File: config.mk
export PLATFORM = sky130hd
export DESIGN_NAME = wt_cache
export DESIGN_NICKNAME = d
export VERILOG_FILES = /design/src/rtl/wtc_pkg.sv /design/src/rtl/wtc_line_array.sv /design/src/rtl/wtc_recency.sv /design/src/rtl/wtc_match.sv /design/src/rtl/wt_cache.sv
export SDC_FILE = /design/constraint.sdc
export NUM_CORES = 1
export LEC_CHECK = 0
export BUFFER_PORTS_ARGS = -buffer_cell sky130_fd_sc_hd__buf_2
export CAP_MARGIN = 20
export CELL_PAD_IN_SITES_DETAIL_PLACEMENT = 2
export CELL_PAD_IN_SITES_GLOBAL_PLACEMENT = 2
export CORE_AREA = 10 10 135 137
export CTS_CLUSTER_DIAMETER = 60
export CTS_CLUSTER_SIZE = 30
export DETAILED_ROUTE_END_ITERATION = 10
export DIE_AREA = 0 0 145 147
export HOLD_SLACK_MARGIN = 0.06
export PLACE_DENSITY_LB_ADDON = 0.1
export SLEW_MARGIN = 15
export SYNTH_ARGS = -nofsm -noshare
export SYNTH_HDL_FRONTEND = slang
export SYNTH_SLANG_ARGS = --single-unit
export TNS_END_PERCENT = 30
File: constraint.sdc
create_clock -name clk -period 1.8 [get_ports clk]
set_clock_uncertainty 0.2 [all_clocks]
set_input_delay 0.27 -clock clk [delete_from_list [all_inputs] [get_ports clk]]
set_output_delay 0.27 -clock clk [all_outputs]
set_load 0.005 [all_outputs]
File: src/rtl/wtc_pkg.sv
package wtc_pkg;
  typedef enum logic [2:0] {
    ST_IDLE,
    ST_CHECK,
    ST_FILL,
    ST_STORE,
    ST_DONE
  } wtc_state_e;
endpackage

File: src/rtl/wtc_line_array.sv
module wtc_line_array #(
  parameter int LINES  = 2,
  parameter int WORDS  = 2,
  parameter int DATA_W = 8,
  parameter int TAG_W  = 4,
  parameter int IDX_W  = 1,
  parameter int OFS_W  = 1
) (
  input  logic                                  clk,
  input  logic                                  rst_n,
  input  logic                                  fill_we,
  input  logic                                  fill_last,
  input  logic [IDX_W-1:0]                      fill_line,
  input  logic [OFS_W-1:0]                      fill_word,
  input  logic [DATA_W-1:0]                     fill_data,
  input  logic [TAG_W-1:0]                      fill_tag,
  input  logic                                  upd_we,
  input  logic [IDX_W-1:0]                      upd_line,
  input  logic [OFS_W-1:0]                      upd_word,
  input  logic [DATA_W-1:0]                     upd_data,
  output logic [LINES-1:0]                      valid_o,
  output logic [LINES-1:0][TAG_W-1:0]           tags_o,
  output logic [LINES-1:0][WORDS-1:0][DATA_W-1:0] data_o
);
  logic [LINES-1:0]                       valid_q;
  logic [LINES-1:0][TAG_W-1:0]            tags_q;
  logic [LINES-1:0][WORDS-1:0][DATA_W-1:0] data_q;

  // a line turns valid only once its last byte has arrived
  always_ff @(posedge clk or negedge rst_n) begin
    if (!rst_n) valid_q <= '0;
    else if (fill_we && fill_last) valid_q[fill_line] <= 1'b1;
  end

  always_ff @(posedge clk) begin
    if (fill_we) begin
      data_q[fill_line][fill_word] <= fill_data;
      if (fill_last) tags_q[fill_line] <= fill_tag;
    end
    if (upd_we) data_q[upd_line][upd_word] <= upd_data;
  end

  assign valid_o = valid_q;
  assign tags_o  = tags_q;
  assign data_o  = data_q;
endmodule

File: src/rtl/wtc_recency.sv
module wtc_recency #(
  parameter int LINES = 2,
  parameter int IDX_W = 1
) (
  input  logic                         clk,
  input  logic                         rst_n,
  input  logic                         touch_en,
  input  logic [IDX_W-1:0]             touch_idx,
  output logic [LINES-1:0][IDX_W-1:0]  ages_o
);
  // age 0 = most recent, age LINES-1 = replacement candidate
  logic [LINES-1:0][IDX_W-1:0] ages_q;

  for (genvar g = 0; g < LINES; g++) begin : g_age
    always_ff @(posedge clk or negedge rst_n) begin
      if (!rst_n) ages_q[g] <= IDX_W'(g);
      else if (touch_en) begin
        if (IDX_W'(g) == touch_idx) ages_q[g] <= '0;
        else if (ages_q[g] < ages_q[touch_idx]) ages_q[g] <= ages_q[g] + 1'b1;
      end
    end
  end

  assign ages_o = ages_q;
endmodule

File: src/rtl/wtc_match.sv
module wtc_match #(
  parameter int LINES = 2,
  parameter int TAG_W = 4,
  parameter int IDX_W = 1
) (
  input  logic [LINES-1:0]             valid_i,
  input  logic [LINES-1:0][TAG_W-1:0]  tags_i,
  input  logic [LINES-1:0][IDX_W-1:0]  ages_i,
  input  logic [TAG_W-1:0]             req_tag,
  output logic                         hit,
  output logic [IDX_W-1:0]             hit_idx,
  output logic [IDX_W-1:0]             victim_idx
);
  always_comb begin
    hit     = 1'b0;
    hit_idx = '0;
    for (int i = 0; i < LINES; i++) begin
      if (valid_i[i] && tags_i[i] == req_tag) begin
        hit     = 1'b1;
        hit_idx = IDX_W'(i);
      end
    end
  end

  always_comb begin
    victim_idx = '0;
    for (int i = 0; i < LINES; i++)
      if (ages_i[i] == IDX_W'(LINES-1)) victim_idx = IDX_W'(i);
    // an empty line wins over the oldest one; lowest index last so it wins
    for (int i = LINES-1; i >= 0; i--)
      if (!valid_i[i]) victim_idx = IDX_W'(i);
  end
endmodule

File: src/rtl/wt_cache.sv
module wt_cache
  import wtc_pkg::*;
#(
  parameter int ADDR_W = 5,
  parameter int DATA_W = 8,
  parameter int LINES  = 2,
  parameter int WORDS  = 2,
  parameter int CNT_W  = 16
) (
  input  logic              clk,
  input  logic              rst_n,
  input  logic              cpu_valid,
  output logic              cpu_ready,
  input  logic              cpu_we,
  input  logic [ADDR_W-1:0] cpu_addr,
  input  logic [DATA_W-1:0] cpu_wdata,
  output logic              rsp_valid,
  output logic [DATA_W-1:0] rsp_rdata,
  output logic              rsp_hit,
  output logic              mem_req,
  output logic              mem_we,
  output logic [ADDR_W-1:0] mem_addr,
  output logic [DATA_W-1:0] mem_wdata,
  input  logic              mem_ack,
  input  logic [DATA_W-1:0] mem_rdata,
  output logic [CNT_W-1:0]  hit_count,
  output logic [CNT_W-1:0]  miss_count
);
  localparam int OFS_W = (WORDS > 1) ? $clog2(WORDS) : 1;
  localparam int TAG_W = ADDR_W - OFS_W;
  localparam int IDX_W = (LINES > 1) ? $clog2(LINES) : 1;

  wtc_state_e          state_q;
  logic                req_we_q;
  logic [ADDR_W-1:0]   req_addr_q;
  logic [DATA_W-1:0]   req_wdata_q;
  logic [OFS_W-1:0]    fill_cnt_q;
  logic                missed_q;
  logic [IDX_W-1:0]    line_q;
  logic [DATA_W-1:0]   rdata_q;

  logic [TAG_W-1:0]    req_tag;
  logic [OFS_W-1:0]    req_ofs;
  logic                hit;
  logic [IDX_W-1:0]    hit_idx, victim_idx;
  logic                fill_we, fill_last, upd_we, touch_en;
  logic [LINES-1:0]                        valid_w;
  logic [LINES-1:0][TAG_W-1:0]             tags_w;
  logic [LINES-1:0][WORDS-1:0][DATA_W-1:0] data_w;
  logic [LINES-1:0][IDX_W-1:0]             ages_w;

  assign req_tag   = req_addr_q[ADDR_W-1:OFS_W];
  assign req_ofs   = req_addr_q[OFS_W-1:0];
  assign fill_we   = (state_q == ST_FILL) && mem_ack;
  assign fill_last = (fill_cnt_q == OFS_W'(WORDS-1));
  assign touch_en  = (state_q == ST_CHECK) && hit;
  assign upd_we    = touch_en && req_we_q;

  wtc_line_array #(
    .LINES(LINES), .WORDS(WORDS), .DATA_W(DATA_W),
    .TAG_W(TAG_W), .IDX_W(IDX_W), .OFS_W(OFS_W)
  ) u_lines (
    .clk(clk), .rst_n(rst_n),
    .fill_we(fill_we), .fill_last(fill_last), .fill_line(line_q),
    .fill_word(fill_cnt_q), .fill_data(mem_rdata), .fill_tag(req_tag),
    .upd_we(upd_we), .upd_line(hit_idx), .upd_word(req_ofs), .upd_data(req_wdata_q),
    .valid_o(valid_w), .tags_o(tags_w), .data_o(data_w)
  );

  wtc_recency #(.LINES(LINES), .IDX_W(IDX_W)) u_recency (
    .clk(clk), .rst_n(rst_n), .touch_en(touch_en), .touch_idx(hit_idx), .ages_o(ages_w)
  );

  wtc_match #(.LINES(LINES), .TAG_W(TAG_W), .IDX_W(IDX_W)) u_match (
    .valid_i(valid_w), .tags_i(tags_w), .ages_i(ages_w), .req_tag(req_tag),
    .hit(hit), .hit_idx(hit_idx), .victim_idx(victim_idx)
  );

  // a filled line is looked up again, so the fill also refreshes recency
  always_ff @(posedge clk or negedge rst_n) begin
    if (!rst_n) begin
      state_q     <= ST_IDLE;
      req_we_q    <= 1'b0;
      req_addr_q  <= '0;
      req_wdata_q <= '0;
      fill_cnt_q  <= '0;
      missed_q    <= 1'b0;
      line_q      <= '0;
      rdata_q     <= '0;
      hit_count   <= '0;
      miss_count  <= '0;
    end else begin
      unique case (state_q)
        ST_IDLE: if (cpu_valid) begin
          req_we_q    <= cpu_we;
          req_addr_q  <= cpu_addr;
          req_wdata_q <= cpu_wdata;
          missed_q    <= 1'b0;
          state_q     <= ST_CHECK;
        end
        ST_CHECK: if (hit) begin
          rdata_q <= req_we_q ? req_wdata_q : data_w[hit_idx][req_ofs];
          state_q <= req_we_q ? ST_STORE : ST_DONE;
        end else begin
          missed_q   <= 1'b1;
          line_q     <= victim_idx;
          fill_cnt_q <= '0;
          state_q    <= ST_FILL;
        end
        ST_FILL: if (mem_ack) begin
          if (fill_last) state_q <= ST_CHECK;
          else fill_cnt_q <= fill_cnt_q + 1'b1;
        end
        ST_STORE: if (mem_ack) state_q <= ST_DONE;
        ST_DONE: begin
          if (missed_q) miss_count <= miss_count + 1'b1;
          else hit_count <= hit_count + 1'b1;
          state_q <= ST_IDLE;
        end
        default: state_q <= ST_IDLE;
      endcase
    end
  end

  assign cpu_ready = (state_q == ST_IDLE);
  assign rsp_valid = (state_q == ST_DONE);
  assign rsp_rdata = rdata_q;
  assign rsp_hit   = !missed_q;
  assign mem_req   = (state_q == ST_FILL) || (state_q == ST_STORE);
  assign mem_we    = (state_q == ST_STORE);
  assign mem_addr  = (state_q == ST_STORE) ? req_addr_q : {req_tag, fill_cnt_q};
  assign mem_wdata = req_wdata_q;
endmodule

# Word-level counts from Yosys, hierarchy flattened
# Cells that the tools add are included.
[word_totals]
ff_bits = 104
input_bits = 26
[classes]
n_addsub = 5
n_lt_le_gt_ge = 10
n_eq_ne = 12
muxes = 49
bitwise_logic = 3
n_reduce_logical = 27
[op_table]
columns = ["op", "count"]
rows = [
  ["$bwmux 32", 2],
  ["$mux 16", 4],
  ["$mux 32", 2],
  ["$mux 8", 5],
  ["$add 16x1->16 const B", 2],
  ["$demux 16 s1", 2],
  ["$mux 1", 19],
  ["$mux 3", 6],
  ["$demux 8 s1", 2],
  ["$reduce_and 2->1", 8],
  ["$pmux 3 s4", 1],
  ["$logic_and 1x1->1", 10],
  ["$bwmux 8", 1],
  ["$eq 4x4->1", 2],
  ["$lt 1x2->1 const B", 4],
  ["$ne 2x2->1 const B", 4],
  ["$eq 3x2->1 const B", 2],
  ["$reduce_and 3->1", 2],
  ["$reduce_bool 2->1", 3],
  ["$demux 4 s1", 1],
  ["$ge 1x1->1 const B", 4],
  ["$mux 4", 1],
  ["$ne 2x1->1 const B", 2],
  ["$pmux 1 s2", 2],
  ["11 further kinds", 15],
]

# Longest topological paths before layout
[depth]
word_depth = 10
ltp_mapped = 8
mapped_depth_nobuf = 6

# By module
# A second synthesis with hierarchy kept.
[unflattened]
hier_cells = 466
hier_area_um2 = 4842.1
[modules_own_cells]
columns = ["module", "n_inst", "cells_each", "area_per_inst_um2", "seq_area_each_um2"]
rows = [
  ["wt_cache", 1, 244, 2895.3, 1501.4],
  ["wtc_line_array", 1, 198, 1746.7, 930.9],
  ["wtc_match", 1, 17, 125.1, 0.0],
  ["wtc_recency", 1, 7, 75.1, 51.3],
]

# Least setup slack after synthesis
# No wires, ideal clock.
[synth_timing]
path_kind = "flip-flop to flip-flop"
from = "register req_addr_q[2]"
to = "register rdata_q[1], in the netlist rsp_rdata[1]"
arrival_ns = 1.655
required_time_ns = 1.479
slack_ns = -0.176
stages_incl_launch_ff = 9
period_less_slack_ns = 1.976
path_cell_list = "dfrtp_1 xnor2_1 nand3_1 or2_2 buf_2 clkbuf_1 nand2_1 a31oi_1 a22o_1"
[synth_via]
elab_chain_cells = 8
word_cells_on_any_way = 13
cone_classes = "eq/ne (2); mux (8); reduce/logical (3)"
[synth_lines]
columns = ["element", "line_no", "text"]
rows = [
  ["from (decl)", "wt_cache.sv:35", "logic [ADDR_W-1:0] req_addr_q;"],
  ["from (signal assigned)", "wt_cache.sv:96", "req_addr_q <= cpu_addr;"],
  ["$eq 4x4->1", "wtc_match.sv:18", "if (valid_i[i] && tags_i[i] == req_tag) begin"],
  ["$logic_and 1x1->1", "wtc_match.sv:18", ""],
  ["$mux 1", "wtc_match.sv:18", ""],
  ["$mux 16 (implied by the code) (2 in series)", "wt_cache.sv:102", "rdata_q <= req_we_q ? req_wdata_q : data_w[hit_idx][req_ofs];"],
  ["$mux 8 (implied by the code) (2 in series)", "wt_cache.sv:102", ""],
  ["$mux 8", "wt_cache.sv:102", ""],
  ["to (signal assigned)", "wt_cache.sv:102", ""],
  ["to (decl)", "wt_cache.sv:40", "logic [DATA_W-1:0] rdata_q;"],
]
# Parallel ways exist; a longest one is shown, timed or not. The select of a mux whose other input is x is not followed.
# A chain may end at the register's enable or synchronous reset.

# Worst setup path after layout
[layout_timing]
from = "register u_lines.tags_q (netlist bit u_lines.tags_o[6])"
to = "register rdata_q[7], in the netlist rsp_rdata[7]"
[layout_via]
elab_chain_cells = 8
word_cells_on_any_way = 10
cone_classes = "eq/ne (1); mux (7); reduce/logical (2)"
[layout_lines]
columns = ["element", "line_no", "text"]
rows = [
  ["from (decl)", "wtc_line_array.sv:26", "logic [LINES-1:0][TAG_W-1:0] tags_q;"],
  ["from (signal, indexed assignment)", "wtc_line_array.sv:38", "if (fill_last) tags_q[fill_line] <= fill_tag;"],
  ["$eq 4x4->1 (*)", "wtc_match.sv:18", ""],
  ["$logic_and 1x1->1 (*)", "wtc_match.sv:18", ""],
  ["$mux 1", "wtc_match.sv:18", ""],
  ["$mux 16 (implied by the code) (2 in series)", "wt_cache.sv:102", ""],
  ["$mux 8 (implied by the code) (2 in series)", "wt_cache.sv:102", ""],
  ["$mux 8", "wt_cache.sv:102", ""],
]
# Mark *: on every way between the ends. The rest lies on a longest branch, timed or not. The select of a mux whose other input is x is not followed.

==> impl_metrics.csv <==
group,metric,value,unit
power,pwr-share-seq,0.373,
worst_setup_path,path_cells,"xnor2_2 > nand3_2 > nor2_4 > buf_6 > buf_8 > nand2_1 > a32oi_1 > a22o_1",
floorplanning,die_w,145,um
power,p_comb_frac,0.447,
power,clockPowerShare,0.180,
worst_setup_path,r2r_cells,8,
floorplanning,start_util,0.303,
global_routing,grt_pass1_wl,27400,um
worst_setup_path,cp_num_cells,8,
route,dr.pass1.iters,4,
worst_setup_path,reg2reg_slack,-0.30,ns
worst_setup_path,crit_buf_inv,2,
worst_setup_path,path_max_fanout,5,
worst_setup_path,endpoint,"rsp_rdata[7]",
timing,period_share,1.17,
route,viasPerCell,4.91,
clocking,clkTransAtPathRegs,0.07,ns
route,drc,0,
route,avgRoutedWirePerCell,21.9,um
clocking,clock_path_buffers,2,
synth,yosysWarnings,0,
worst_setup_path,crit_type,"register to register",
synth,ys_top_cells_by_area,"dfrtp_1, dfxtp_1, nand2_1, mux2i_1, edfxtp_1",
synth,netlist_area,4720,um^2
power,cellLeakagePower,3.48,nW
timing,tightest_slew,0.418,ns
finish,diodes,0,
clocking,clock_sinks,104,
worst_setup_path,cp.required,1.90,ns
worst_setup_path,cp.arrival,2.19,ns
placement,dp_cells,809,
synth,synth_top_cell_by_area,"dfrtp_1",
finish,syn_to_final_growth,55.4,%
power,intPower,6.45,mW
floorplanning,core_area,15600,um^2
synth,ys_async_sr_fraction,0.615,
finish,final_cells,880,
finish,finish.net_count,687,
global_routing,antenna_found_initial,0,
clocking,cts_tree,"done",
worst_setup_path,cp_slowest_cell,"edfxtp_1",
clocking,worstSkewPairLatency,0.36,ns
synth,yosys_most_used_dff,"dfrtp_1",
power,ir_drop,0.000512,V
finish,layout_common_cells,"buf_2, nand2_1, dfrtp_1",
timing,period_minus_slack,2.10,ns
route,wl,19200,um
synth,synth_seq_cells,104,
synth,synth_nets,498,
job,cap_violations,0,
global_routing,grt.overflow.total,0,
synth,synth_edf_count,8,
timing,layout_setup_ws,-0.298,ns
timing,relSlewSlack,0.721,
floorplanning,rows,46,
timing,holdWs,0.173,ns
global_routing,grt.total_usage,0.161,
timing,finalHoldViolCount,0,
clocking,cts_made_buffers,9,
clocking,cts-root-buf,"clkbuf_16",
timing,setup_viol,77,
floorplanning,die_y,147,um
clocking,htree_levels,3,
synth,ys_seq_area_frac,0.526,
worst_setup_path,end_kind,"register",
synth,synthDistinctLibCells,48,
worst_setup_path,max_stage_delay,0.42,ns
worst_setup_path,rr_startpoint,"u_lines.tags_o[6]",
power,power_switching_share,0.385,
synth,synth_area_per_cell,10.0,um^2
worst_setup_path,start_kind,"register",
worst_setup_path,startpoint,"u_lines.tags_o[6]",
finish,utilization,0.470,
timing,slew_violations,0,
power,total_power,10.5,mW
worst_hold_path,hp-class,"input pin to register",
finish,final_common_cell,"buf_2",
power,switching_power,4.04,mW
status,failed_checks,"negative setup slack",
timing,max_freq,0.477,GHz
worst_setup_path,critical_path.top_delay_family,"simple AND/OR/NAND/NOR gates",
floorplanning,io_pins,84,
synth,synthCells,470,
global_routing,grt_max_degree,65,
placement,gp_congestion,0.834,
floorplanning,die_area,21300,um^2
timing,rsz0062_at_grt,"true",
synth,synth_top_area_share,0.334,
route,ant_nets,0,
global_routing,first_global_vias,4822,
placement,detailed_place_hpwl,11700,um
status,status,"finished with violations",
power,powerDensity,1430,nW/um^2
route,drt_iter0_markers,227,
worst_setup_path,rr_endpoint,"rsp_rdata[7]",
route,vias,4324,
placement,preCtsSetupSlack,-0.298,ns
placement,port_buffers,83,
finish,drive_gt1_frac,0.443,
registers in the layout, summed over array words and instances, names as in the netlist:
signal	flops
u_lines.valid_o	2
mem_wdata	8
miss_count	16
missed_q	1
state_q	3
u_recency.ages_o	2
u_lines.tags_o	8
req_addr_q	5
u_lines.data_o	32
req_we_q	1
rsp_rdata	8
fill_cnt_q	1
hit_count	16
line_q	1
worst reg2reg max path: stages, from the launching register on:
cell      delay, ns
edfxtp_1       0.42
xnor2_2        0.21
nand3_2        0.19
nor2_4         0.25
buf_6          0.16
buf_8          0.12
nand2_1        0.08
a32oi_1        0.25
a22o_1         0.16
metrics by stage:
step | TNS, ns | cell area (um^2)
3_3_place_gp | -10.05 | 5870
4_1_cts | -8.08 | 6790
2_1_floorplan | -4.41 | 4780
5_1_grt | -19.08 | 7330
6_report | -12.75 | 7330
3_5_place_dp | -15.32 | 5870
worst min-delay path by stage:
stage | cells after the start | end | start | slack [ns]
floorplan | 0 | fill_cnt_q | rst_n | -0.23
global placement | 2 | hit_count[7] | rst_n | 0.13
detailed placement | 2 | hit_count[7] | rst_n | 0.14
CTS | 4 | state_q[0] | mem_ack | 0.12
global route | 4 | state_q[0] | mem_ack | 0.24
finish | 4 | state_q[0] | mem_ack | 0.17
cell type report:
class / count / area (um^2)
Fill cell: 1587 / 8260
Multi-Input combinational cell: 327 / 2520
Clock inverter: 3 / 18.8
Inverter: 18 / 70.1
Tap cell: 216 / 270
Sequential cell: 104 / 2490
Timing Repair Buffer: 199 / 1710
Clock buffer: 13 / 250
cells by family after synthesis:
family                     count (synthesis)  synth area share
DFF                                      104             0.526
adders and majority gates                  2           0.00530
and+or+nand+nor                          175             0.182
muxes                                     33            0.0721
AOI/OAI and AO/OA                         79             0.103
buffers and inverters                     39            0.0403
xor gates and xnor gates                  38            0.0705
power groups by stage:
| stage | Sequential, mW | Combinational [mW] | Clock, mW |
|---|---|---|---|
| floorplan | 3.60 | 1.78 | 0 |
| global placement | 3.76 | 3.18 | 0 |
| detailed placement | 3.80 | 3.33 | 0 |
| CTS | 3.79 | 3.99 | 1.92 |
| global route | 4.02 | 5.06 | 2.03 |
| finish | 3.92 | 4.69 | 1.89 |
Yosys cell counts, types with 2 or more instances:
cell type	count
nand2_1	86
dfrtp_1	63
nor2_1	38
dfxtp_1	32
mux2i_1	25
o21ai_0	24
xnor2_1	24
a21oi_1	18
a31oi_1	17
inv_1	17
nand3_1	14
xor2_1	14
a22o_1	8
a32oi_1	8
and3_1	8
buf_2	8
edfxtp_1	8
mux2_2	8
clkbuf_1	7
buf_6	4
nor3_1	4
nand3_2	3
nor2b_1	3
and4_1	2
ha_1	2
nand4_1	2
nor3b_1	2
metal layers:
layer	share of wire	GRT usage	wire [um]	vias to the layer above
met3	0.030	0.0289	573	34
met2	0.53	0.292	10200	91
met4	0.031	0.0541	601	0
li1	-	-	-	1987
met5	0	0	0	-
met1	0.41	0.186	7830	2212
timing repair:
action | in CTS | in global routing
resized for setup | 71 | 93
endpoints found under the hold margin | 89 | 0
hold buffers | 23 | 0
endpoints found under the setup margin | 99 | 101
pin swaps | 21 | 28
gates cloned | 0 | 7
setup buffers | 15 | 12
No activity file was read; power rests on OpenSTA's default activity.
